### src/rtl/fsr_pkg.sv
package fsr_pkg;
  localparam int unsigned CMD_W = 3;

  typedef enum logic [2:0] {
    ST_IDLE,
    ST_RESET1,
    ST_INIT_WAIT,
    ST_PROCESS,
    ST_REPORT,
    ST_RESET2
  } fsr_state_e;

  typedef enum logic [1:0] {
    CC_NONE   = 2'b00,
    CC_OK     = 2'b01,
    CC_FAIL   = 2'b10,
    CC_REJECT = 2'b11
  } fsr_code_e;

  // register field positions
  localparam int unsigned WR_GO_BIT   = 0;
  localparam int unsigned WR_CMD_LSB  = 1;
  localparam int unsigned RD_ARM_BIT  = 0;
  localparam int unsigned RD_CODE_LSB = 1;
  localparam int unsigned RD_CMD_LSB  = 3;
  localparam int unsigned RD_BUSY_BIT = 7;
endpackage

### src/rtl/fsr_rst_timer.sv
module fsr_rst_timer #(
  parameter int unsigned CYC = 16
) (
  input  logic clk_i,
  input  logic rst_ni,
  input  logic start_i,
  output logic active_o,
  output logic last_o
);
  localparam int unsigned CW = (CYC > 1) ? $clog2(CYC) : 1;

  logic [CW-1:0] cnt_q;
  logic          active_q;

  assign active_o = active_q;
  assign last_o   = active_q && (cnt_q == CW'(CYC - 1));

  always_ff @(posedge clk_i or negedge rst_ni) begin
    if (!rst_ni) begin
      active_q <= 1'b0;
      cnt_q    <= '0;
    end else if (start_i) begin
      active_q <= 1'b1;
      cnt_q    <= '0;
    end else if (active_q) begin
      if (last_o) begin
        active_q <= 1'b0;
        cnt_q    <= '0;
      end else begin
        cnt_q <= cnt_q + 1'b1;
      end
    end
  end

  AST_RST_HOLD: assert property (@(posedge clk_i) disable iff (!rst_ni)
    active_q && !last_o |=> active_q);
  AST_RST_END: assert property (@(posedge clk_i) disable iff (!rst_ni)
    last_o && !start_i |=> !active_q);
  AST_RST_NO_RESTART: assert property (@(posedge clk_i) disable iff (!rst_ni)
    start_i |-> !active_q);
endmodule

### src/rtl/fsr_seq.sv
module fsr_seq
  import fsr_pkg::*;
(
  input  logic       clk_i,
  input  logic       rst_ni,
  input  logic       arm_i,
  input  logic       rst_last_i,
  input  logic       init_done_i,
  input  logic       cmd_ok_i,
  input  logic       restore_done_i,
  input  logic       restore_ok_i,
  output fsr_state_e state_o,
  output logic       timer_start_o,
  output logic       run_o,
  output logic       report_o,
  output fsr_code_e  res_o
);
  fsr_state_e state_q, state_d;
  fsr_code_e  res_q, res_d;

  assign state_o       = state_q;
  assign res_o         = res_q;
  assign report_o      = (state_q == ST_REPORT);
  assign run_o         = (state_q == ST_PROCESS) && cmd_ok_i;
  assign timer_start_o = arm_i || report_o;

  always_comb begin
    state_d = state_q;
    res_d   = res_q;
    unique case (state_q)
      ST_IDLE:      if (arm_i) state_d = ST_RESET1;
      ST_RESET1:    if (rst_last_i) state_d = ST_INIT_WAIT;
      ST_INIT_WAIT: if (init_done_i) state_d = ST_PROCESS;
      ST_PROCESS: begin
        if (!cmd_ok_i) begin
          res_d   = CC_REJECT;
          state_d = ST_REPORT;
        end else if (restore_done_i) begin
          res_d   = restore_ok_i ? CC_OK : CC_FAIL;
          state_d = ST_REPORT;
        end
      end
      ST_REPORT:    state_d = ST_RESET2;
      ST_RESET2:    if (rst_last_i) state_d = ST_IDLE;
      default:      state_d = ST_IDLE;
    endcase
  end

  always_ff @(posedge clk_i or negedge rst_ni) begin
    if (!rst_ni) begin
      state_q <= ST_IDLE;
      res_q   <= CC_NONE;
    end else begin
      state_q <= state_d;
      res_q   <= res_d;
    end
  end

  AST_INIT_GATE: assert property (@(posedge clk_i) disable iff (!rst_ni)
    state_q == ST_INIT_WAIT && !init_done_i |=> state_q == ST_INIT_WAIT);
  AST_REJECT_FAST: assert property (@(posedge clk_i) disable iff (!rst_ni)
    state_q == ST_PROCESS && !cmd_ok_i |=> state_q == ST_REPORT && res_q == CC_REJECT);
  AST_REPORT_ONCE: assert property (@(posedge clk_i) disable iff (!rst_ni)
    report_o |=> state_q == ST_RESET2);
endmodule

### src/rtl/fsr_regs.sv
module fsr_regs
  import fsr_pkg::*;
#(
  parameter int unsigned DATA_W = 8
) (
  input  logic              clk_i,
  input  logic              rst_ni,
  input  logic              bus_req_i,
  input  logic              bus_we_i,
  input  logic              bus_addr_i,
  input  logic [DATA_W-1:0] bus_wdata_i,
  input  logic              bus_priv_i,
  output logic [DATA_W-1:0] bus_rdata_o,
  input  logic              idle_i,
  input  logic              report_i,
  input  fsr_code_e         res_i,
  output logic              arm_o,
  output logic [CMD_W-1:0]  cmd_o
);
  logic             wr;
  logic             cause_clr;
  logic             armed_q;
  logic [CMD_W-1:0] cmd_q;
  fsr_code_e        code_q;
  logic             cause_q;
  logic             unused_wdata;

  assign wr        = bus_req_i && bus_we_i;
  assign arm_o     = wr && !bus_addr_i && bus_priv_i && bus_wdata_i[WR_GO_BIT] && idle_i;
  assign cause_clr = wr && bus_addr_i && !bus_wdata_i[WR_GO_BIT];
  assign cmd_o     = cmd_q;
  assign unused_wdata = ^bus_wdata_i[DATA_W-1:WR_CMD_LSB+CMD_W];

  // persistent domain: only power-on clears it
  always_ff @(posedge clk_i or negedge rst_ni) begin
    if (!rst_ni) begin
      armed_q <= 1'b0;
      cmd_q   <= '0;
      code_q  <= CC_NONE;
      cause_q <= 1'b0;
    end else begin
      if (arm_o) begin
        armed_q <= 1'b1;
        cmd_q   <= bus_wdata_i[WR_CMD_LSB +: CMD_W];
        code_q  <= CC_NONE;
      end else if (report_i) begin
        armed_q <= 1'b0;
        code_q  <= res_i;
      end
      if (arm_o || report_i) cause_q <= 1'b1;
      else if (cause_clr)    cause_q <= 1'b0;
    end
  end

  always_comb begin
    bus_rdata_o = '0;
    if (bus_addr_i) begin
      bus_rdata_o[0] = cause_q;
    end else begin
      bus_rdata_o[RD_ARM_BIT]                = armed_q;
      bus_rdata_o[RD_CODE_LSB +: 2]          = code_q;
      bus_rdata_o[RD_CMD_LSB +: CMD_W]       = cmd_q;
      bus_rdata_o[RD_BUSY_BIT]               = !idle_i;
    end
  end

  AST_UNPRIV_IGNORED: assert property (@(posedge clk_i) disable iff (!rst_ni)
    wr && !bus_addr_i && !bus_priv_i && !report_i
      |=> $stable(armed_q) && $stable(cmd_q) && $stable(code_q));
  AST_BUSY_WRITE: assert property (@(posedge clk_i) disable iff (!rst_ni)
    wr && !bus_addr_i && !idle_i |=> $stable(cmd_q));
  AST_CAUSE_SET: assert property (@(posedge clk_i) disable iff (!rst_ni)
    arm_o || report_i |=> cause_q);
  AST_CAUSE_CLR: assert property (@(posedge clk_i) disable iff (!rst_ni)
    cause_clr && !arm_o && !report_i |=> !cause_q);
endmodule

### src/rtl/fsr_ctrl.sv
module fsr_ctrl
  import fsr_pkg::*;
#(
  parameter int unsigned      DATA_W      = 8,
  parameter int unsigned      RST_CYC     = 16,
  parameter logic [CMD_W-1:0] CMD_RESTORE = 3'd1
) (
  input  logic              clk_i,
  input  logic              rst_ni,
  input  logic              bus_req_i,
  input  logic              bus_we_i,
  input  logic              bus_addr_i,
  input  logic [DATA_W-1:0] bus_wdata_i,
  input  logic              bus_priv_i,
  output logic [DATA_W-1:0] bus_rdata_o,
  input  logic              init_done_i,
  output logic              restore_run_o,
  input  logic              restore_done_i,
  input  logic              restore_ok_i,
  output logic              sys_rst_o
);
  fsr_state_e       state;
  fsr_code_e        res;
  logic             arm;
  logic             timer_start;
  logic             rst_last;
  logic             report;
  logic [CMD_W-1:0] cmd;

  fsr_rst_timer #(.CYC(RST_CYC)) u_timer (
    .clk_i    (clk_i),
    .rst_ni   (rst_ni),
    .start_i  (timer_start),
    .active_o (sys_rst_o),
    .last_o   (rst_last)
  );

  fsr_seq u_seq (
    .clk_i          (clk_i),
    .rst_ni         (rst_ni),
    .arm_i          (arm),
    .rst_last_i     (rst_last),
    .init_done_i    (init_done_i),
    .cmd_ok_i       (cmd == CMD_RESTORE),
    .restore_done_i (restore_done_i),
    .restore_ok_i   (restore_ok_i),
    .state_o        (state),
    .timer_start_o  (timer_start),
    .run_o          (restore_run_o),
    .report_o       (report),
    .res_o          (res)
  );

  fsr_regs #(.DATA_W(DATA_W)) u_regs (
    .clk_i       (clk_i),
    .rst_ni      (rst_ni),
    .bus_req_i   (bus_req_i),
    .bus_we_i    (bus_we_i),
    .bus_addr_i  (bus_addr_i),
    .bus_wdata_i (bus_wdata_i),
    .bus_priv_i  (bus_priv_i),
    .bus_rdata_o (bus_rdata_o),
    .idle_i      (state == ST_IDLE),
    .report_i    (report),
    .res_i       (res),
    .arm_o       (arm),
    .cmd_o       (cmd)
  );

  AST_RUN_OUTSIDE_RESET: assert property (@(posedge clk_i) disable iff (!rst_ni)
    !(sys_rst_o && restore_run_o));
endmodule

### config.mk
export PLATFORM = sky130hd
export DESIGN_NAME = fsr_ctrl
export DESIGN_NICKNAME = d
export VERILOG_FILES = /design/src/rtl/fsr_pkg.sv /design/src/rtl/fsr_rst_timer.sv /design/src/rtl/fsr_seq.sv /design/src/rtl/fsr_regs.sv /design/src/rtl/fsr_ctrl.sv
export SDC_FILE = /design/constraint.sdc
export NUM_CORES = 1
export LEC_CHECK = 0
export BUFFER_PORTS_ARGS = -buffer_cell sky130_fd_sc_hd__buf_2
export CAP_MARGIN = 20
export CORE_UTILIZATION = 52
export CTS_BUF_LIST = sky130_fd_sc_hd__clkbuf_8
export DETAILED_ROUTE_END_ITERATION = 8
export PLACE_DENSITY = 0.79
export SLEW_MARGIN = 20
export SYNTH_ARGS = -nofsm -noshare
export SYNTH_HDL_FRONTEND = slang
export SYNTH_SLANG_ARGS = --single-unit
### constraint.sdc
create_clock -name clk_i -period 3.9 [get_ports clk_i]
set_input_delay 0.585 -clock clk_i [delete_from_list [all_inputs] [get_ports clk_i]]
set_output_delay 0.585 -clock clk_i [all_outputs]
set_load 0.01 [all_outputs]
After elaboration in Yosys (flattened, before gate mapping)
Index checks and enable logic that the tools add are counted.
- register bits: 17
- logic and storage cells: 66
- output and inout port bits: 10
- muxes and demuxes: 25
- add/sub/neg operators: 1
- equality and inequality tests: 13
- reductions and logical operators: 19
- operator list (cell ; number):
    3-bit two-way mux ; 6
    3-bit case mux with 6 select lines ; 1
    4-bit two-way mux ; 3
    2-bit two-way mux ; 5
    2-bit inequality test, second input constant ; 5
    1-bit logical AND ; 9
    1-bit two-way mux ; 9
    3-bit by 1-bit equality test with 1-bit output, second input constant ; 2
    3-bit by 2-bit equality test with 1-bit output, second input constant ; 2
    3-bit equality test, second input constant ; 2
    2-bit nonzero test ; 3
    5-bit two-way mux ; 1
    5-bit AND reduction ; 1
    4-bit by 1-bit adder with 4-bit output, second input constant ; 1
    4-bit equality test, second input constant ; 1
    1-bit zero test ; 3
    3-bit zero test ; 1
    3-bit inequality test, second input constant ; 1
    2-bit AND reduction ; 1
    1-bit logical OR ; 1

Depth between registers and ports, before layout
Gate-level depths: netlist (run 1).
- depth in word-level cells: 7
- depth in mapped cells: 4
- depth with buffers taken out: 4

Cells and area by module
Synthesis (run 1) repeated with hierarchy kept, for this count alone.
- cell total of the unflattened synthesis: 87
- area, all modules: 917.1 µm²
- by module, submodules not included (module ; instances ; area an instance (µm²) ; cells each ; seq. area each (µm²)):
    fsr_regs ; 1 ; 355.3 ; 30 ; 175.2
    fsr_seq ; 1 ; 302.8 ; 31 ; 125.1
    fsr_rst_timer ; 1 ; 236.5 ; 24 ; 125.1
    fsr_ctrl ; 1 ; 22.5 ; 2 ; 0.0

Worst setup path before layout (run 1)
Ideal clock, no wire load.
- path type: reg-to-output
- start point: reg u_regs.cmd_q[1], in the netlist u_regs.cmd_o[1]
- end point: out restore_run_o
- data required time: 3315 ps
- stages on the path, launching flop included: 3
- arrival: 1014 ps
- slack: 2301 ps
- path through: dfrtp_1 > or3b_2 > nor2_1
- longest elaborated chain between the ends: 2
- ends and longest elaborated chain (what ; line ; RTL):
    start, declared ; fsr_regs.sv:23 ; logic [CMD_W-1:0] cmd_q;
    start signal, assigned ; fsr_regs.sv:44 ; cmd_q <= bus_wdata_i[WR_CMD_LSB +: CMD_W];
    3-bit by 1-bit equality test with 1-bit output ; fsr_ctrl.sv:44 ; .cmd_ok_i (cmd == CMD_RESTORE),
    1-bit logical AND ; fsr_seq.sv:24 ; assign run_o = (state_q == ST_PROCESS) && cmd_ok_i;
    end, declared ; fsr_ctrl.sv:17 ; output logic restore_run_o,
No other way between the ends.

Worst setup path in the final report (run 1)
- start point: reg u_seq.state_q[0], in the netlist u_seq.state_o[0]
- end point: out bus_rdata_o[7]
- longest elaborated chain between the ends: 3
- ends and longest elaborated chain (what ; line ; RTL):
    start, declared ; fsr_seq.sv:18 ; fsr_state_e state_q, state_d;
    start signal, assigned ; fsr_seq.sv:54 ; state_q <= state_d;
    3-bit zero test ; fsr_ctrl.sv:63 ; .idle_i (state == ST_IDLE),
    1-bit zero test ; fsr_regs.sv:63 ; bus_rdata_o[RD_BUSY_BIT] = !idle_i;
    1-bit two-way mux ; fsr_regs.sv:57 ; if (bus_addr_i) begin
    end, declared ; fsr_ctrl.sv:15 ; output logic [DATA_W-1:0] bus_rdata_o,
No other way between the ends.

==> flow_metrics.env, run 1 <==
export IMPL_status="completed"
export IMPL_antenna_found_initial=0
export IMPL_crit_fanout=7
export IMPL_synth_simple_area_share=0.260
export IMPL_skew_ps=8.97
export IMPL_worstMarginPinSlew_ps=755
export IMPL_setup_tns_ps=0
export IMPL_dieArea_um2=1970
export IMPL_power_density_nw_per_um2=728
export IMPL_synth_xor_area_frac=0.00937
export IMPL_use_met1=0.282
export IMPL_grt_busiest_layer="met2"
export IMPL_startpoint_type="register"
export IMPL_reg2reg_slack_ps=2320
export IMPL_numPortBuffers=21
export IMPL_rows=14
export IMPL_finalNetCount=130
export IMPL_rr_worst_depth=3
export IMPL_ys_seq_elements=17
export IMPL_grt_usage=0.229
export IMPL_crit_type="register to output pin"
export IMPL_die_x_um=44.4
export IMPL_wire_per_inst_um=14.6
export IMPL_syn_nets=109
export IMPL_synthToLayoutAreaGrowth_pct=17.3
export IMPL_synth_compound_area_frac=0.167
export IMPL_use_met3=0.0367
export IMPL_htree_levels=1
export IMPL_clockBufferDepth=2
export IMPL_drc=0
export IMPL_cts_tree="built"
export IMPL_nFillCells=130
export IMPL_io_pins=27
export IMPL_grt_overflow=0
export IMPL_cp_required_ps=3310
export IMPL_slew_headroom=0.495
export IMPL_antenna_cells=0
export IMPL_core_area_um2=1590
export IMPL_max_freq_mhz=489
export IMPL_grt_pass1_wl_mm=3.24
export IMPL_end_kind="output pin"
export IMPL_grt_setup_unrepaired="false"
export IMPL_ir_drop_uv=453
export IMPL_initial_core_util=0.586
export IMPL_postCtsSetupRepairBufs=0
export IMPL_cts_sinks=17
export IMPL_cts_root_buf="clkbuf_8"
export IMPL_arrival_ps=1460
export IMPL_ctsHoldBuffers=0
export IMPL_antenna_left=0
export IMPL_hpwl_mm=1.43
export IMPL_avgSynthCellArea_um2=10.3
export IMPL_totalWireLength_mm=1.98
export IMPL_synth_cell_area_um2=935
export IMPL_ys_warn_count=0
export IMPL_dr_pass1_iters=4
export IMPL_synth_top_family_by_area="simple AND/OR/NAND/NOR gates"
export IMPL_hold_viol=0
export IMPL_viasPerCell=5.76
export IMPL_place_congestion=0.774
export IMPL_min_path_type="primary input to asynchronous set/reset pin"
export IMPL_power_leakage_nw=0.504
export IMPL_period_share=0.524
export IMPL_synth_cells=91
export IMPL_place_ws_ps=2000
export IMPL_clk_pin_slew_ps=70
export IMPL_layout_cells_non_filler=135
export IMPL_timing_rr_end="u_regs.cmd_o[2]"
export IMPL_finalSetupViolCount=0
export IMPL_drv_slew=0
export IMPL_cts_resized=0
export IMPL_maxCapViolCount=0
export IMPL_clk_latency_ps=250
export IMPL_r2r_start="u_seq.state_o[0]"
export IMPL_met2_usage=0.409
export IMPL_dieHeight_um=44.4
export IMPL_grt_start_max_net_pins=18
export IMPL_synthMuxAreaShare=0.0589
export IMPL_drt_iter0_markers=23
export IMPL_period_minus_slack_ps=2040
export IMPL_place_inst=131
export IMPL_vias=778
export IMPL_numCtsBuffers=3
export IMPL_ys_seq_area_frac=0.455
export IMPL_grt_pass1_vias=774
export IMPL_ys_types=40
export IMPL_synth_fa_ha_area_frac=0.0134
export IMPL_layout_setup_ws_ps=1860
export IMPL_drive_gt1_frac=0.288
==> how the worst max path moves through the flow <==
stage                     startpoint             end
finish              u_seq.state_o[0]  bus_rdata_o[7]
global route        u_seq.state_o[0]  bus_rdata_o[7]
CTS                 u_seq.state_o[0]  bus_rdata_o[7]
detailed placement        bus_addr_i  bus_rdata_o[0]
global placement          bus_addr_i  bus_rdata_o[0]
floorplan            u_regs.cmd_o[1]   restore_run_o
==> synth_stat cells <==
library cell  number  share of area
mux2i_1            1          0.011
nor2b_1            8          0.054
nand3b_1           2          0.016
or3b_2             1         0.0094
nand4_1            1         0.0067
nand4b_1           1         0.0094
a21oi_1            3          0.016
or2_0              1         0.0067
xor2_1             1         0.0094
or3_1              1         0.0067
a22oi_1            2          0.016
a21o_1             1         0.0080
o21a_1             1         0.0080
conb_1             1         0.0040
a211o_1            1         0.0094
a2bb2oi_1          3          0.028
o21ai_1            2          0.011
a41oi_1            1         0.0094
mux2_1             4          0.048
or2_2              1         0.0067
or4b_4             1          0.015
nand2_1            5          0.020
nor4_4             1          0.023
nand3_1            5          0.027
ha_1               1          0.013
clkbuf_1           4          0.016
a221oi_2           1          0.016
and3_1             1         0.0067
a22o_1             2          0.019
dfrtp_1           17           0.46
nand2b_1           1         0.0067
inv_1              2         0.0080
a211oi_2           1          0.013
o21ai_0            1         0.0053
buf_4              1         0.0080
nor2_1             5          0.020
o21bai_1           1         0.0080
or2_1              1         0.0067
nor2b_2            1         0.0094
nor3_1             2          0.011
==> per-stage QoR <==
stage,hold slack (ps),cell area [um2],utilization,total power [mW]
2_1_floorplan,289,935,-,0.569
3_3_place_gp,480,1050,0.657,0.636
3_5_place_dp,484,1050,0.657,0.662
4_1_cts,247,1100,0.688,0.798
5_1_grt,262,1100,0.688,0.854
6_report,234,1100,0.688,0.798
==> power breakdown <==
group,internal (mW),switching (mW)
registers,0.252,0.0934
logic,0.158,0.161
clock network,0.0718,0.0611
total,0.482,0.315
==> worst max-delay path: stages (launching register included) <==
cell and delay [ps]:
dfrtp_1 450, or2_1 330, nor2_1 210, nor2_1 60
buf_2 140
==> layout by cell type, fill, tap and decap left out, types with 2 or more instances in the layout <==
master,n
nor2b_1,8
clkbuf_8,3
nand3_1,5
a22oi_1,2
a2bb2oi_1,3
nor3_1,2
inv_1,2
a22o_1,2
nor2_1,5
dfrtp_1,17
nand2_1,5
mux2_1,4
buf_2,21
a21oi_1,3
nand3b_1,2
o21ai_1,2
==> sequential cells by signal, summed over array words and instances, names as in the netlist <==
name and count:
u_timer.active_o 1, u_seq.res_o 2, u_seq.state_o 3, u_regs.cmd_o 3, u_timer.cnt_q 4, u_regs.cause_q 1
u_regs.code_q 2, u_regs.armed_q 1
==> logic make-up (layout without fill, tap and decap cells) <==
family / after synthesis / after routing
compound gates: 20 / 20
simple gates: 39 / 39
mux: 5 / 5
other cells: 1 / 1
xor+xnor: 1 / 1
buf+inv: 7 / 27
flops: 17 / 17
fa+ha+maj: 1 / 1
==> layout make-up <==
class,count,area [um2],area share
Inverter,2,7.51,0.00685
Clock inverter,1,7.51,0.00685
Clock buffer,3,41.3,0.0377
Timing Repair Buffer,21,105,0.0959
Sequential cell,17,425,0.388
Tap cell,24,30.0,0.0274
Multi-Input combinational cell,67,479,0.437
==> metal layers <==
layer	wire length [um]	vias to the layer above	part of all wire
li1	-	368	-
met4	9	0	0.0046
met2	983	22	0.50
met5	0	-	0
met3	75	2	0.038
met1	908	386	0.46
(Power assumes the default switching activity.)
==> run 2, diff against run 1 <==
- CORE_UTILIZATION: 52 -> 47
- PLACE_DENSITY: 0.79 -> 0.75
- clock period: 3.9 -> 1.8 ns (I/O delays scaled with it)
==> flow_metrics.env, run 2 (synthesis gave the netlist of run 1 again) <==
export IMPL_hp_start="restore_ok_i"
export IMPL_core_area_um2=1800
export IMPL_drive_gt1_frac=0.292
export IMPL_die_x_um=46.6
export IMPL_use_met3=0.0235
export IMPL_met2_usage=0.294
export IMPL_use_met1=0.279
export IMPL_grt_overflow=0
export IMPL_viasPerCell=5.40
export IMPL_hold_viol=0
export IMPL_crit_fanout=7
export IMPL_numPortBuffers=21
export IMPL_clk_pin_slew_ps=70
export IMPL_reg2reg_slack_ps=230
export IMPL_crit_top_cell="nor2_1"
export IMPL_grt_pass1_vias=681
export IMPL_drc=0
export IMPL_drv_slew=0
export IMPL_htree_levels=1
export IMPL_power_density_nw_per_um2=1540
export IMPL_max_freq_mhz=594
export IMPL_slowest_delay_ps=450
export IMPL_cts_resized=0
export IMPL_vias=745
export IMPL_status="completed"
export IMPL_cp_slowest_cell="dfrtp_1"
export IMPL_cts_sinks=17
export IMPL_crit_chain="or2_1, nor2_1, nor2_1, buf_2"
export IMPL_clk_latency_ps=250
export IMPL_wire_per_inst_um=13.5
export IMPL_critPathBufInv=1
export IMPL_hpwl_mm=1.30
export IMPL_end_kind="output pin"
export IMPL_finalNetCount=132
export IMPL_dr_pass1_iters=4
export IMPL_setup_tns_ps=0
export IMPL_grt_start_max_net_pins=18
export IMPL_totalWireLength_mm=1.86
export IMPL_antenna_cells=0
export IMPL_crit_start="u_seq.state_o[0]"
export IMPL_crit_type="register to output pin"
export IMPL_drt_iter0_markers=24
export IMPL_cts_tree="built"
export IMPL_maxCapViolCount=0
export IMPL_cts_root_buf="clkbuf_8"
export IMPL_regMostFlops="u_timer.cnt_q"
export IMPL_power_leakage_nw=0.517
export IMPL_path_delay_family="simple AND/OR/NAND/NOR gates"
export IMPL_postCtsSetupRepairBufs=0
export IMPL_initial_core_util=0.519
export IMPL_startpoint_type="register"
export IMPL_grt_busiest_layer="met2"
export IMPL_numCtsBuffers=3
export IMPL_cp_required_ps=1530
export IMPL_dieHeight_um=46.6
export IMPL_antenna_found_initial=0
export IMPL_grt_setup_unrepaired="false"
export IMPL_rows=15
export IMPL_layout_common_cells="buf_2, dfrtp_1, nor2b_1"
export IMPL_min_path_type="primary input to register"
export IMPL_dieArea_um2=2170
export IMPL_finalSetupViolCount=0
export IMPL_ir_drop_uv=815
export IMPL_place_congestion=0.762
export IMPL_arrival_ps=1410
export IMPL_grt_usage=0.199
export IMPL_largest_register_ffs=4
export IMPL_period_share=0.935
export IMPL_io_pins=27
export IMPL_synthToLayoutAreaGrowth_pct=19.0
export IMPL_r2r_start="u_seq.state_o[0]"
export IMPL_skew_ps=1.93
export IMPL_clockBufferDepth=2
export IMPL_power_mw=1.72
export IMPL_mostFrequentLayoutCell="buf_2"
export IMPL_grt_pass1_wl_mm=2.99
export IMPL_period_minus_slack_ps=1680
export IMPL_antenna_left=0
==> run 2: cell count changes in the layout (fill, tap and decap cells not counted) <==
cell	before	now
buf_4	0	1
clkinv_2	0	1
clkinvlp_4	1	0
dlygate4sd3_1	0	1
==> run 2: layer usage <==
layer / up-vias / wire, um
li1: 374 / -
met1: 352 / 927
met2: 15 / 848
met3: 4 / 60
met4: 0 / 27
met5: - / 0
==> run 2: worst paths after layout <==
check | endpoint | cells after the start
worst max register to register | u_regs.cmd_o[0] | 3
min in group asynchronous | u_timer.active_o | 2
worst min-delay path | u_seq.res_o[1] | 2
worst min register to register | u_regs.cause_q | 1
max in group asynchronous | u_regs.armed_q | 2
worst max-delay path | bus_rdata_o[7] | 4
==> run 2: final cells by class <==
type                       instances  area, um2
clock inverter                     1       5.00
tap                               25       31.3
fill                             155        689
multi-input combinational         67        479
sequential                        17        425
inverter                           2       7.51
clock buffer                       3       41.3
timing repair buffer              23        123
==> run 2: power by group <==
group	total [mW]	internal, mW	switching [mW]
Clock	0.284	0.153	0.130
Combinational	0.692	0.357	0.335
Sequential	0.739	0.546	0.193
==> run 2: per-stage QoR <==
stage | hold slack, ps | setup slack [ps] | utilization | instances | instance area (um2)
after floorplan | -25.6 | 359 | - | 91 | 935
after global placement | 211 | 256 | 0.586 | 133 | 1060
after detailed placement | 218 | 238 | 0.586 | 133 | 1060
after CTS | 190 | 109 | 0.617 | 138 | 1110
after global routing | 219 | 54.4 | 0.617 | 138 | 1110
final | 194 | 117 | 0.617 | 138 | 1110
==> run 2: what timing repair did <==
action / 4_1_cts / 5_1_grt
hold endpoints to repair: 17 / 0
hold buffers: 1 / 0
setup endpoints to repair: 0 / 0
